`src/rtl/twb_pkg.sv`:
```
package twb_pkg;
    typedef struct packed {
        logic flag;
        logic wcol;
        logic ack_seen;
        logic role_tx;
        logic out_low;
    } twb_ctrl_t;
endpackage

```
`src/rtl/twb_bit_counter.sv`:
```
module twb_bit_counter #(
    parameter int DATA_W = 8
) (
    input  logic clk,
    input  logic rst_n,
    input  logic start,
    input  logic scl_fall,
    output logic busy,
    output logic in_ack,
    output logic last_data,
    output logic done
);
    localparam int CNT_W = $clog2(DATA_W + 1);

    typedef struct packed {
        logic             busy;
        logic [CNT_W-1:0] cnt;
    } cnt_st_t;

    cnt_st_t st_d, st_q;

    always_comb begin
        st_d = st_q;
        if (start) begin
            st_d.busy = 1'b1;
            st_d.cnt  = '0;
        end else if (scl_fall && st_q.busy) begin
            if (st_q.cnt == CNT_W'(DATA_W)) begin
                st_d.busy = 1'b0;
                st_d.cnt  = '0;
            end else begin
                st_d.cnt = st_q.cnt + 1'b1;
            end
        end
    end

    always_ff @(posedge clk or negedge rst_n) begin
        if (!rst_n) st_q <= '0;
        else        st_q <= st_d;
    end

    assign busy      = st_q.busy;
    assign in_ack    = st_q.busy && (st_q.cnt == CNT_W'(DATA_W));
    assign last_data = st_q.busy && (st_q.cnt == CNT_W'(DATA_W - 1));
    assign done      = scl_fall && in_ack;
endmodule

```
`src/rtl/twb_shift_reg.sv`:
```
module twb_shift_reg #(
    parameter int DATA_W = 8
) (
    input  logic              clk,
    input  logic              rst_n,
    input  logic              load,
    input  logic [DATA_W-1:0] load_data,
    input  logic              shift,
    input  logic              sda_in,
    output logic [DATA_W-1:0] data
);
    logic [DATA_W-1:0] data_d, data_q;

    always_comb begin
        data_d = data_q;
        if (load)       data_d = load_data;
        else if (shift) data_d = {data_q[DATA_W-2:0], sda_in};
    end

    always_ff @(posedge clk or negedge rst_n) begin
        if (!rst_n) data_q <= '1;
        else        data_q <= data_d;
    end

    assign data = data_q;
endmodule

```
`src/rtl/twb_byte_shifter.sv`:
```
module twb_byte_shifter
    import twb_pkg::*;
#(
    parameter int DATA_W = 8
) (
    input  logic              clk,
    input  logic              rst_n,
    input  logic [DATA_W-1:0] cpu_wdata,
    input  logic              cpu_we,
    output logic [DATA_W-1:0] cpu_rdata,
    input  logic              flag_clr,
    output logic              irq_flag,
    output logic              wcol,
    input  logic              tx_mode,
    input  logic              ack_en,
    output logic              ack_seen,
    input  logic              byte_start,
    input  logic              arb_lost,
    input  logic              scl_rise,
    input  logic              scl_fall,
    input  logic              sda_in,
    output logic              sda_pull
);
    twb_ctrl_t ctrl_d, ctrl_q;

    logic              busy, in_ack, last_data, done;
    logic              start_ok, shift_en, wr_ok;
    logic [DATA_W-1:0] data;

    assign start_ok = byte_start && !busy && !ctrl_q.flag;
    assign shift_en = scl_rise && busy && !in_ack;
    assign wr_ok    = cpu_we && ctrl_q.flag;

    twb_bit_counter #(.DATA_W(DATA_W)) u_cnt (
        .clk       (clk),
        .rst_n     (rst_n),
        .start     (start_ok),
        .scl_fall  (scl_fall),
        .busy      (busy),
        .in_ack    (in_ack),
        .last_data (last_data),
        .done      (done)
    );

    twb_shift_reg #(.DATA_W(DATA_W)) u_shift (
        .clk       (clk),
        .rst_n     (rst_n),
        .load      (wr_ok),
        .load_data (cpu_wdata),
        .shift     (shift_en),
        .sda_in    (sda_in),
        .data      (data)
    );

    always_comb begin
        ctrl_d = ctrl_q;
        if (cpu_we) ctrl_d.wcol = !ctrl_q.flag;
        if (flag_clr) ctrl_d.flag = 1'b0;
        if (done) ctrl_d.flag = 1'b1;
        if (start_ok) begin
            ctrl_d.role_tx = tx_mode;
            ctrl_d.out_low = tx_mode && !data[DATA_W-1];
        end
        if (scl_rise && in_ack && ctrl_q.role_tx) ctrl_d.ack_seen = !sda_in;
        if (scl_fall && busy) begin
            if (done)           ctrl_d.out_low = 1'b0;
            else if (last_data) ctrl_d.out_low = !ctrl_q.role_tx && ack_en;
            else                ctrl_d.out_low = ctrl_q.role_tx && !data[DATA_W-1];
        end
        if (arb_lost && busy) begin
            ctrl_d.role_tx = 1'b0;
            ctrl_d.out_low = 1'b0;
        end
    end

    always_ff @(posedge clk or negedge rst_n) begin
        if (!rst_n) ctrl_q <= '0;
        else        ctrl_q <= ctrl_d;
    end

    assign cpu_rdata = data;
    assign irq_flag  = ctrl_q.flag;
    assign wcol      = ctrl_q.wcol;
    assign ack_seen  = ctrl_q.ack_seen;
    assign sda_pull  = ctrl_q.out_low;
endmodule

```
`config.mk`:
```
export PLATFORM = sky130hd
export DESIGN_NAME = twb_byte_shifter
export DESIGN_NICKNAME = d
export VERILOG_FILES = /design/src/rtl/twb_pkg.sv /design/src/rtl/twb_bit_counter.sv /design/src/rtl/twb_shift_reg.sv /design/src/rtl/twb_byte_shifter.sv
export SDC_FILE = /design/constraint.sdc
export NUM_CORES = 1
export LEC_CHECK = 0
export ABC_AREA = 0
export ABC_CLOCK_PERIOD_IN_PS = 1900
export BUFFER_PORTS_ARGS = -buffer_cell sky130_fd_sc_hd__buf_2
export CORE_MARGIN = 5
export CORE_UTILIZATION = 48
export DETAILED_ROUTE_END_ITERATION = 8
export PLACE_DENSITY = 0.79
export SYNTH_ARGS = -nofsm -noshare
export SYNTH_HDL_FRONTEND = slang
export SYNTH_SLANG_ARGS = --single-unit
```
`constraint.sdc`:
```
create_clock -name clk -period 1.9 [get_ports clk]
set_clock_uncertainty 0.15 [all_clocks]
set_input_delay 0.285 -clock clk [delete_from_list [all_inputs] [get_ports clk]]
set_output_delay 0.285 -clock clk [all_outputs]
set_load 0.01 [all_outputs]
```
==> flow_metrics.tcl <==
set metrics [dict create \
    p_leak_nw 0.542 \
    area_delta_synth_final_pct 25.3 \
    max_stage_delay_ns 0.43 \
    ys_seq_area_share_pct 49.7 \
    combinationalPowerShare_pct 37.0 \
    hold_class "in2reg" \
    grt_pass1_vias 787 \
    core_sq_um 1780 \
    crit_buf_inv 1 \
    firstDrtPassIters 4 \
    nNetsFinal 149 \
    grt_pass1_wl_um 3330 \
    yosysWarnings 0 \
    finalCriticalPeriod_ns 1.80 \
    postCtsSetupRepairBufs 0 \
    slew_viol_final 0 \
    relSlewSlack_pct 70.3 \
    die_h_um 53.9 \
    dieArea_sq_um 2910 \
    die_x_um 53.9 \
    clock_path_buffers 2 \
    insertedDiodeCount 0 \
    grt.overflow.total 0 \
    yosys_register_bits 18 \
    met1_length_um 946 \
    ctsHtreeMaxLevel 1 \
    drive_above_1_share_pct 37.0 \
    arrival_ns 1.84 \
    cpLargestDelayFamily "simple AND/OR/NAND/NOR gates" \
    io_pins 31 \
    cts_tree "done" \
    synth_nets 113 \
    synthMuxAreaShare_pct 12.0 \
    clkLatencyLatePin_ns 0.30 \
    grt_use_total_pct 15.9 \
    route.met3.wl_um 177 \
    synth_xor_area_share_pct 0 \
    power.share.sequential_pct 47.7 \
    num_vias 801 \
    syn_area_per_cell_sq_um 10.1 \
    power_density_nw_per_um2 1390 \
    place_ws_ns 0.155 \
    outcome "finished clean" \
    yosysTopAreaCell "dfrtp_1" \
    drc 0 \
    port-buffer-count 30 \
    cts.sinks 18 \
    grt_max_degree 19 \
    viasPerCell 5.27 \
    cts_buffers 3 \
    swShare_pct 37.3 \
    critPathKind "reg2reg" \
    syn-instance-count 92 \
    slowest_stage "dfrtp_1" \
    maxCapViolations 0 \
    antenna_found_initial 0 \
    ir_drop_mv 0.730 \
    clk_pin_slew_ns 0.11 \
    finalSetupViolCount 0 \
    synth_cell_types 29 \
    layout_commonest_cell "buf_2" \
    fmax_mhz 556 \
    end_kind "flop" \
    rsz0062_at_grt "false" \
    yosys.area_share.simple_pct 18.4 \
    synth-compound-area-share_pct 13.1 \
    routabilityCongestion 0.810 \
    critical_path.cell_chain "inv_1, ha_1, and3b_1, or3_1, a222oi_1" \
    pwr-share-clk_pct 15.3 \
    top_layer_used "met4" \
    cp.required_ns 1.94 \
    synth_top_area_share_pct 27.0 \
    fp-row-count 15 \
    fill_cells 148 \
    wl_met2_um 975 \
    start_util_pct 51.9 \
    timing.final.ws_setup_ns 0.103 \
    syn_area_sq_um 926 \
    postRouteAntennaNets 0 \
    worst_pin_slew_ns 0.445 \
    routed_wirelength_um 2110 \
    intPower_mw 1.01 \
    dp_hpwl_um 1580 \
    final_cell_mix "buf_2, mux2i_1, nand2_1, o21ai_0, dfrtp_1" \
    drt_iter0_drc 7 \
    synth_top_family_by_area "simple AND/OR/NAND/NOR gates" \
    synth_fa_ha_area_share_pct 2.70 \
    synth.area.top_cells "dfrtp_1, dfstp_2, mux2i_1, o21ai_0, nand2_1" \
    wl_per_cell_um 13.9 \
    path_max_fanout 5 \
    root_buffer "clkbuf_4" \
    power.switching_uw 602 \
    hold_violations 0 \
    tns_ns 0 \
    min_period_over_period_pct 94.6 \
    startpoint_type "flop" \
]
## final timing paths
path	startpoint	to	slack, ns	depth (start not counted)
worst max-delay path	u_cnt.st_q[0]	sda_pull	0.10	5
worst min-delay path	arb_lost	ctrl_q[1]	0.004	2
min in group asynchronous	rst_n	ctrl_q[1]	0.31	2
worst max register to register	u_cnt.st_q[0]	sda_pull	0.10	5
max in group asynchronous	rst_n	u_shift.data[2]	0.96	2
worst min register to register	wcol	wcol	0.37	1
## area by class of cell
type	instances	area [sq um]	area share, %
well taps	25	31.3	2.70
repair buffers	35	193	16.6
flip-flops and latches	18	460	39.7
inverters	3	11.3	0.971
clock buffers	4	36.3	3.13
multi-input cells	67	428	36.9
## power by group through the flow
stage	Combinational, mW	Sequential [mW]	Clock, mW
5_1_grt	0.669	0.799	0.263
3_3_place_gp	0.579	0.757	0
6_report	0.597	0.770	0.246
3_5_place_dp	0.601	0.772	0
4_1_cts	0.602	0.766	0.247
2_1_floorplan	0.372	0.775	0
## layer usage
layer | vias up | global-route usage, %
met5 | - | 0
met4 | 0 | 5.11
met3 | 2 | 3.60
met2 | 34 | 26.6
met1 | 369 | 20.2
li1 | 396 | -
## cell families (layout without fill, tap and decap cells)
kind of cell / Yosys count / in the layout
AND/OR/NAND/NOR: 33 / 33
AO/OA/AOI/OAI: 21 / 21
flip-flops: 18 / 18
multiplexers: 11 / 11
buffers and inverters: 7 / 42
adder cells (fa/ha/maj): 2 / 2
## synth_stat cells, drive strengths merged
library cell  count
and3              1
inv               3
a222oi            1
a21o              1
mux2              1
or3               2
dfrtp            10
o21bai            1
o22ai             1
and3b             1
nand3             4
ha                2
buf               4
nand2            11
nand3b            1
a21oi             5
nor3              2
dfstp             8
and2              1
nor2b             3
o31ai             2
o21ai            10
nand4b            1
nand2b            2
nor2              4
mux2i            10
## per-stage QoR
| stage | instances | total power [mW] | utilization (%) | hold WS, ns | area, sq um |
|---|---|---|---|---|---|
| after global placement | 146 | 1.34 | 61.9 | 0.0883 | 1100 |
| final | 152 | 1.61 | 65.1 | 0.00356 | 1160 |
| after CTS | 151 | 1.62 | 64.5 | 0.000921 | 1150 |
| after global routing | 152 | 1.73 | 65.1 | 0.0153 | 1160 |
| after floorplan | 92 | 1.15 | - | -0.161 | 926 |
| after detailed placement | 146 | 1.37 | 61.9 | 0.0907 | 1100 |
## flip-flops by register name, summed over array words and instances, names as in the netlist
register	flops
irq_flag	1
u_shift.data	8
wcol	1
sda_pull	1
ctrl_q	1
u_cnt.busy	1
u_cnt.st_q	4
ack_seen	1
## worst reg2reg max path: cells and delay by family, from the launching register on
family                     cells  cell delay (ns)
buffers and inverters          1             0.06
adders and majority gates      1             0.21
and+or+nand+nor                2             0.60
AOI/OAI and AO/OA              1             0.23
DFF                            1             0.43
## timing repair
action                    4_1_cts  5_1_grt
resized for setup               0        0
hold endpoints to repair       10        1
hold buffers                    1        1
No activity file was read; power rests on OpenSTA's default activity.
